### config.mk
export PLATFORM = sky130hd
export DESIGN_NAME = ptr_interp
export DESIGN_NICKNAME = d
export VERILOG_FILES = /design/src/rtl/ptr_pkg.sv /design/src/rtl/ptr_decode.sv /design/src/rtl/ptr_runcnt.sv /design/src/rtl/ptr_fsm.sv /design/src/rtl/ptr_interp.sv
export SDC_FILE = /design/constraint.sdc
export NUM_CORES = 1
export LEC_CHECK = 0
export ABC_AREA = 0
export BUFFER_PORTS_ARGS = -buffer_cell sky130_fd_sc_hd__buf_2
export CORE_MARGIN = 1
export CORE_UTILIZATION = 50
export CTS_CLUSTER_DIAMETER = 40
export CTS_CLUSTER_SIZE = 25
export DETAILED_ROUTE_END_ITERATION = 8
export HOLD_SLACK_MARGIN = 0.1
export PLACE_DENSITY = 0.7
export SYNTH_ARGS = -nofsm -noshare
export SYNTH_HDL_FRONTEND = slang
export SYNTH_SLANG_ARGS = --single-unit
### constraint.sdc
create_clock -name clk -period 4.7 [get_ports clk]
set_input_delay 0.47 -clock clk [delete_from_list [all_inputs] [get_ports clk]]
set_output_delay 0.47 -clock clk [all_outputs]
set_load 0.1 [all_outputs]
### src/rtl/ptr_pkg.sv
package ptr_pkg;
    localparam int           PW       = 10;
    localparam logic [PW-1:0] PTR_LAST = 10'd782;
    localparam logic [PW-1:0] I_MASK   = 10'h2AA;
    localparam logic [PW-1:0] D_MASK   = 10'h155;
    localparam logic [3:0]   NDF_ON   = 4'b1001;
    localparam logic [3:0]   NDF_OFF  = 4'b0110;
    localparam int           VOTE     = 3;

    typedef enum logic [1:0] {
        ST_NORM = 2'd0,
        ST_AIS  = 2'd1,
        ST_LOP  = 2'd2
    } pstate_e;

    typedef enum logic [2:0] {
        K_ALL1, K_JUMP, K_SAME, K_INC, K_DEC, K_CAND, K_BAD
    } kind_e;

    typedef struct packed {
        logic          all1;
        logic          ndf_on;
        logic          ndf_off;
        logic          in_rng;
        logic [PW-1:0] val;
    } hword_t;
endpackage

### src/rtl/ptr_decode.sv
module ptr_decode
    import ptr_pkg::*;
(
    input  logic [7:0] h1_i,
    input  logic [7:0] h2_i,
    output hword_t     hw_o
);
    logic [3:0] nib;
    logic       unused_ss;

    assign nib       = h1_i[7:4];
    assign unused_ss = ^h1_i[3:2];

    always_comb begin
        hw_o.val     = {h1_i[1:0], h2_i};
        hw_o.all1    = &{h1_i, h2_i};
        hw_o.ndf_on  = ($countones(nib ^ NDF_ON) <= 1);
        hw_o.ndf_off = ($countones(nib ^ NDF_OFF) <= 1);
        hw_o.in_rng  = ({h1_i[1:0], h2_i} <= PTR_LAST);
    end
endmodule

### src/rtl/ptr_runcnt.sv
module ptr_runcnt #(
    parameter int LIM = 9
) (
    input  logic clk,
    input  logic rst_n,
    input  logic step_i,
    input  logic hit_i,
    output logic full_o
);
    localparam int CW = $clog2(LIM + 1);
    localparam logic [CW-1:0] TOP = CW'(LIM);

    logic [CW-1:0] cnt_q, cnt_n;

    always_comb begin
        if (!hit_i)
            cnt_n = '0;
        else if (cnt_q == TOP)
            cnt_n = cnt_q;
        else
            cnt_n = cnt_q + 1'b1;
    end

    assign full_o = hit_i && (cnt_n == TOP);

    always_ff @(posedge clk or negedge rst_n) begin
        if (!rst_n)
            cnt_q <= '0;
        else if (step_i)
            cnt_q <= cnt_n;
    end


    run_sat_chk: assert property (@(posedge clk) disable iff (!rst_n)
        cnt_q <= TOP);


    run_clr_chk: assert property (@(posedge clk) disable iff (!rst_n)
        (step_i && !hit_i) |=> (cnt_q == '0));
endmodule

### src/rtl/ptr_fsm.sv
module ptr_fsm
    import ptr_pkg::*;
#(
    parameter int INV_LIM = 9,
    parameter int CC_LIM  = 9,
    parameter int AIS_LIM = 3,
    parameter int EQ_LIM  = 3
) (
    input  logic          clk,
    input  logic          rst_n,
    input  logic          frm_i,
    input  logic          cc_bad_i,
    input  hword_t        hw_i,
    output pstate_e       state_o,
    output logic [PW-1:0] offset_o,
    output logic          st_chg_o,
    output logic          jump_o,
    output logic          inc_o,
    output logic          dec_o,
    output logic          nptr_o
);
    localparam int EW = $clog2(EQ_LIM + 1);
    localparam logic [EW-1:0] EQ_TOP = EW'(EQ_LIM);

    pstate_e       st_q, st_n;
    logic [PW-1:0] off_q, off_n, diff;
    logic [EW-1:0] cand_cnt_q, cand_cnt_n, cand_run;
    logic [PW-1:0] cand_val_q, cand_val_n;
    logic [3:0]    ic, dc;
    kind_e         kind;
    logic          ais_full, inv_full, cc_full, eq_full;
    logic          jump_n, inc_n, dec_n, nptr_n;
    logic          st_chg_q, jump_q, inc_q, dec_q, nptr_q;

    // frame classification against the held offset
    always_comb begin
        diff = hw_i.val ^ off_q;
        ic   = 4'($countones(diff & I_MASK));
        dc   = 4'($countones(diff & D_MASK));
        if (hw_i.all1)
            kind = K_ALL1;
        else if (hw_i.ndf_on && hw_i.in_rng)
            kind = K_JUMP;
        else if (hw_i.ndf_off && st_q == ST_NORM && diff == '0)
            kind = K_SAME;
        else if (hw_i.ndf_off && st_q == ST_NORM && ic >= 4'(VOTE) && dc < 4'(VOTE))
            kind = K_INC;
        else if (hw_i.ndf_off && st_q == ST_NORM && dc >= 4'(VOTE) && ic < 4'(VOTE))
            kind = K_DEC;
        else if (hw_i.ndf_off && hw_i.in_rng)
            kind = K_CAND;
        else
            kind = K_BAD;
    end

    ptr_runcnt #(.LIM(AIS_LIM)) u_ais (
        .clk(clk), .rst_n(rst_n), .step_i(frm_i),
        .hit_i(kind == K_ALL1), .full_o(ais_full));

    ptr_runcnt #(.LIM(INV_LIM)) u_inv (
        .clk(clk), .rst_n(rst_n), .step_i(frm_i),
        .hit_i(kind == K_BAD), .full_o(inv_full));

    ptr_runcnt #(.LIM(CC_LIM)) u_cc (
        .clk(clk), .rst_n(rst_n), .step_i(frm_i),
        .hit_i(cc_bad_i), .full_o(cc_full));

    // run of identical candidate values
    always_comb begin
        if (cand_cnt_q != '0 && hw_i.val == cand_val_q)
            cand_run = cand_cnt_q + 1'b1;
        else
            cand_run = EW'(1);
        eq_full = (kind == K_CAND) && (cand_run >= EQ_TOP);
    end

    // next state and offset
    always_comb begin
        st_n       = st_q;
        off_n      = off_q;
        jump_n     = 1'b0;
        inc_n      = 1'b0;
        dec_n      = 1'b0;
        nptr_n     = 1'b0;
        cand_val_n = hw_i.val;
        cand_cnt_n = (kind == K_CAND && !eq_full && !cc_full) ? cand_run : '0;
        if (cc_full) begin
            st_n = ST_LOP;
        end else begin
            unique case (st_q)
                ST_NORM: begin
                    if (ais_full)
                        st_n = ST_AIS;
                    else if (inv_full)
                        st_n = ST_LOP;
                    else if (kind == K_JUMP) begin
                        off_n  = hw_i.val;
                        jump_n = 1'b1;
                    end else if (kind == K_INC) begin
                        off_n = (off_q == PTR_LAST) ? '0 : off_q + 1'b1;
                        inc_n = 1'b1;
                    end else if (kind == K_DEC) begin
                        off_n = (off_q == '0) ? PTR_LAST : off_q - 1'b1;
                        dec_n = 1'b1;
                    end else if (eq_full) begin
                        off_n  = hw_i.val;
                        nptr_n = 1'b1;
                    end
                end
                ST_AIS, ST_LOP: begin
                    if (st_q == ST_AIS && inv_full)
                        st_n = ST_LOP;
                    else if (st_q == ST_LOP && ais_full)
                        st_n = ST_AIS;
                    else if (kind == K_JUMP) begin
                        st_n   = ST_NORM;
                        off_n  = hw_i.val;
                        jump_n = 1'b1;
                    end else if (eq_full) begin
                        st_n   = ST_NORM;
                        off_n  = hw_i.val;
                        nptr_n = 1'b1;
                    end
                end
                default: st_n = ST_LOP;
            endcase
        end
    end

    // state register
    always_ff @(posedge clk or negedge rst_n) begin
        if (!rst_n) begin
            st_q       <= ST_LOP;
            off_q      <= '0;
            cand_cnt_q <= '0;
            cand_val_q <= '0;
        end else if (frm_i) begin
            st_q       <= st_n;
            off_q      <= off_n;
            cand_cnt_q <= cand_cnt_n;
            cand_val_q <= cand_val_n;
        end
    end

    // event outputs
    always_ff @(posedge clk or negedge rst_n) begin
        if (!rst_n) begin
            st_chg_q <= 1'b0;
            jump_q   <= 1'b0;
            inc_q    <= 1'b0;
            dec_q    <= 1'b0;
            nptr_q   <= 1'b0;
        end else begin
            st_chg_q <= frm_i && (st_n != st_q);
            jump_q   <= frm_i && jump_n;
            inc_q    <= frm_i && inc_n;
            dec_q    <= frm_i && dec_n;
            nptr_q   <= frm_i && nptr_n;
        end
    end

    assign state_o  = st_q;
    assign offset_o = off_q;
    assign st_chg_o = st_chg_q;
    assign jump_o   = jump_q;
    assign inc_o    = inc_q;
    assign dec_o    = dec_q;
    assign nptr_o   = nptr_q;


    one_evt_chk: assert property (@(posedge clk) disable iff (!rst_n)
        $onehot0({jump_q, inc_q, dec_q, nptr_q}));


    evt_frame_chk: assert property (@(posedge clk) disable iff (!rst_n)
        (st_chg_q || jump_q || inc_q || dec_q || nptr_q) |-> $past(frm_i));


    idle_hold_chk: assert property (@(posedge clk) disable iff (!rst_n)
        !$past(frm_i) |-> ($stable(off_q) && $stable(st_q)));


    inc_step_chk: assert property (@(posedge clk) disable iff (!rst_n)
        inc_q |-> (off_q == (($past(off_q) == PTR_LAST) ? 10'd0 : $past(off_q) + 10'd1)));


    dec_step_chk: assert property (@(posedge clk) disable iff (!rst_n)
        dec_q |-> (off_q == (($past(off_q) == 10'd0) ? PTR_LAST : $past(off_q) - 10'd1)));


    chg_flag_chk: assert property (@(posedge clk) disable iff (!rst_n)
        st_chg_q |-> (st_q != $past(st_q)));


    cc_force_chk: assert property (@(posedge clk) disable iff (!rst_n)
        (frm_i && cc_full) |=> (st_q == ST_LOP && !jump_q && !inc_q && !dec_q && !nptr_q));
endmodule

### src/rtl/ptr_interp.sv
module ptr_interp
    import ptr_pkg::*;
#(
    parameter int INV_LIM = 9,
    parameter int CC_LIM  = 9,
    parameter int AIS_LIM = 3,
    parameter int EQ_LIM  = 3
) (
    input  logic       clk,
    input  logic       rst_n,
    input  logic       frm_vld,
    input  logic [7:0] h1_byte,
    input  logic [7:0] h2_byte,
    input  logic       cc_bad,
    output logic [1:0] state,
    output logic [9:0] offset,
    output logic       st_chg,
    output logic       ndf_ev,
    output logic       inc_ev,
    output logic       dec_ev,
    output logic       nptr_ev,
    output logic       lop_alm,
    output logic       ais_alm
);
    hword_t  hw;
    pstate_e st;

    ptr_decode u_dec (
        .h1_i (h1_byte),
        .h2_i (h2_byte),
        .hw_o (hw)
    );

    ptr_fsm #(
        .INV_LIM (INV_LIM),
        .CC_LIM  (CC_LIM),
        .AIS_LIM (AIS_LIM),
        .EQ_LIM  (EQ_LIM)
    ) u_fsm (
        .clk      (clk),
        .rst_n    (rst_n),
        .frm_i    (frm_vld),
        .cc_bad_i (cc_bad),
        .hw_i     (hw),
        .state_o  (st),
        .offset_o (offset),
        .st_chg_o (st_chg),
        .jump_o   (ndf_ev),
        .inc_o    (inc_ev),
        .dec_o    (dec_ev),
        .nptr_o   (nptr_ev)
    );

    assign state   = st;
    assign lop_alm = (st == ST_LOP);
    assign ais_alm = (st == ST_AIS);
endmodule

==> out/qor.txt <==
Synth area leaders - dfrtp_1, ha_1, nand2_1
Diode count - 0
Worst endpoint data arrival time - 4.36 ns
Endpoints failing hold - 0
Max-Cap Viols - 0
Yosys cell types - 69
Post-Synth Simple-Gate Area - 24.55%
Internal power - 0.001120 W
Postcts setup bufs - 0
Worst Path Required - 4.89 ns
Final period util - 88.71%
Vias in the first global route - 3,089
Top FF cell, synth - dfrtp_1
Post-Syn Area - 3491 µm²
IO Pins - 39
Worst slew margin - 40.06%
Clock power frac - 11.3%
Post-synthesis sequential area ratio - 27.99%
Peak VDD IR - 0.2480 mV
Sw power - 0.001551 W
Max Slew Vio Count - 0
Final #Nets - 494
Measured slew at the worst slew-check pin - 0.8992 ns
Crit-path max FO - 9
Syn_nets - 462
PnR worst setup slack - 0.5305 ns
GP Congestion - 0.9375
Pwr Density - 696.2 nW/µm²
R2R Setup Slk - 0.53 ns
Synth top area share - 27.24%
Number of synthesized flops with an enable pin - 0
Largest net degree at the start of global routing - 40
Post-Syn Area per Cell - 8.473 µm²
Power share of the combinational group - 67.8%
Number of port buffers - 38
Sw Share - 58.08%
Leakage - 1.703 nW
CP endpoint kind - flop
Placement Setup Slack - 0.4158 ns
Worst setup SP type - flop
Flops & latches, synth - 39
Final Setup Violations - 0
Grt ovf - 0
Core Area - 6756 µm²
CTS root buf - clkbuf_8
Die area - 7320 µm²
Most common cell in the netlist - nand2_1
Hold Crit Class - input port to asynchronous set/reset pin
CTS tree - done
Fin util - 56.78%
Setup Skew - 0.004736 ns
Synth Area in Compound Gates - 19.93%
Initial Util - 51.67%
Die H - 85.56 µm
CTS Hold Bufs - 0
DRC - 0
Status - finished, final reports clean
First-pass GRT wire length - 15,110 µm
Via density - 6.213
Vias - 3,262
Drt total wl - 8967 µm
All-Layer GR Usage - 25.95%
Mapped Cells - 412
Row count - 30
Post-synthesis mux area share - 3.513%
Async SR Flop Fraction - 100.0%
Wire per inst - 17.08 µm
Worst-skew pair later-pin latency - 0.30 ns
# fillers - 609
Seq pwr share - 20.9%
CTS max path bufs - 2
P&R area growth vs syn - 9.892%
Fin Setup TNS - 0 ns
Final HPWL DP - 6784 µm
CTS Buf Count - 5
DRT Pass-1 Iters - 7
Htree depth - 2
DR iter-0 viols - 232
Unrepaired setup endpoints after global routing - false
Clock tree sinks - 39
Multi-input gate area - 2282 µm²
Synth Area in XOR/XNOR - 5.771%
Adder-cell share of the synthesized area - 11.61%
CTS resizes - 0
F_max - 239.8 MHz
Post-route ant nets - 0
Layout cell share with drive strength beyond 1 - 17.08%
Most instantiated cells after synthesis - nand2_1, dfrtp_1, inv_1
Largest family of logic cells by synthesized area - simple AND/OR/NAND/NOR gates
Warnings, synthesis - 0
Die width - 85.56 µm
Flip-flop and latch area - 977.2 µm²
Initial antenna violation count - 0
Cell type with the largest total area after synthesis - dfrtp_1
Period minus WS final - 4.169 ns
Reg clk slew, reported paths - 0.08 ns
Setup CP Type - flop to flop
[layout by cell type (no fill, tap or decap), drive strengths merged, types with 12 or more instances in the layout]
cell,netlist,routed
a21oi,16,16
buf,11,44
dfrtp,38,38
ha,26,26
inv,33,33
nand2,40,40
nand3,18,18
nor2,26,26
o21ai,28,28
xor2,12,12
[per-layer routing]
layer | GRT usage, % | wire length, µm | up-vias
li1 | - | - | 1549
met1 | 36.21 | 4112 | 1586
met3 | 3.850 | 549 | 10
met4 | 8.182 | 85 | 0
met2 | 41.67 | 4220 | 117
met5 | 0 | 0 | -
[metrics by stage]
| step | area (µm²) | hold WS (ns) | power, W | cells |
|---|---|---|---|---|
| 6_report | 3836 | 0.2928 | 0.002671 | 525 |
| 5_1_grt | 3836 | 0.3652 | 0.002862 | 525 |
| 4_1_cts | 3836 | 0.3217 | 0.002650 | 525 |
| 3_5_place_dp | 3719 | 0.5170 | 0.002338 | 517 |
| 3_3_place_gp | 3719 | 0.5105 | 0.002315 | 517 |
| 2_1_floorplan | 3491 | 0.1744 | 0.001995 | 412 |
[flip-flops by register name, summed over array words and instances (netlist names)]
| signal | cells |
|---|---|
| u_fsm.jump_o | 1 |
| u_fsm.st_chg_o | 1 |
| u_fsm.u_ais.cnt_q | 2 |
| u_fsm.inc_o | 1 |
| u_fsm.u_inv.cnt_q | 4 |
| u_fsm.nptr_o | 1 |
| u_fsm.cand_cnt_q | 2 |
| u_fsm.cand_val_q | 10 |
| u_fsm.dec_o | 1 |
| u_fsm.state_o | 2 |
| u_fsm.u_cc.cnt_q | 4 |
| u_fsm.offset_o | 10 |
[power by group through the flow]
stage | sequential [W] | clock, W | combinational (W)
after floorplan | 0.000929 | 0 | 0.00107
after detailed placement | 0.000558 | 0 | 0.00178
after global placement | 0.000557 | 0 | 0.00176
final | 0.000558 | 0.000302 | 0.00181
after CTS | 0.000552 | 0.000310 | 0.00179
after global routing | 0.000570 | 0.000322 | 0.00197
[layout make-up]
class                           instances  area share [%]
Sequential cell                        39           25.47
Clock inverter                          2          0.9132
Tap cell                               80           2.609
Clock buffer                            6           2.153
Inverter                               33           3.229
Timing Repair Buffer                   44           6.132
Multi-Input combinational cell        321           59.49
[path summary, 6_finish.rpt]
path,startpoint,end,cells after the start
worst min register to register,u_fsm.cand_val_q[3],u_fsm.cand_val_q[3],1
worst min-delay path,rst_n,u_fsm.u_cc.cnt_q[3],1
worst max-delay path,u_fsm.offset_o[3],u_fsm.st_chg_o,13
min in group clk,cc_bad,u_fsm.u_cc.cnt_q[1],3
max in group asynchronous,rst_n,u_fsm.cand_val_q[1],1
worst max register to register,u_fsm.offset_o[3],u_fsm.st_chg_o,13
[logic make-up after synthesis]
logic type,count (synthesis)
simple gates,157
compound gates,100
buf+inv,52
flops,39
fa+ha+maj,30
xor+xnor,23
mux,11
[critical path: stages (launching register included)]
cell and delay (ns):
dfrtp_1 0.54, xor2_1 0.28, ha_1 0.31, fa_1 0.41, inv_1 0.08, fa_1 0.39
nand2b_1 0.17, a211oi_1 0.49, o21ai_0 0.23, nand3_1 0.22, nor2_1 0.11, a211oi_2 0.29
o22ai_1 0.13, o41a_1 0.40
No activity file was read; power rests on OpenSTA's default activity.
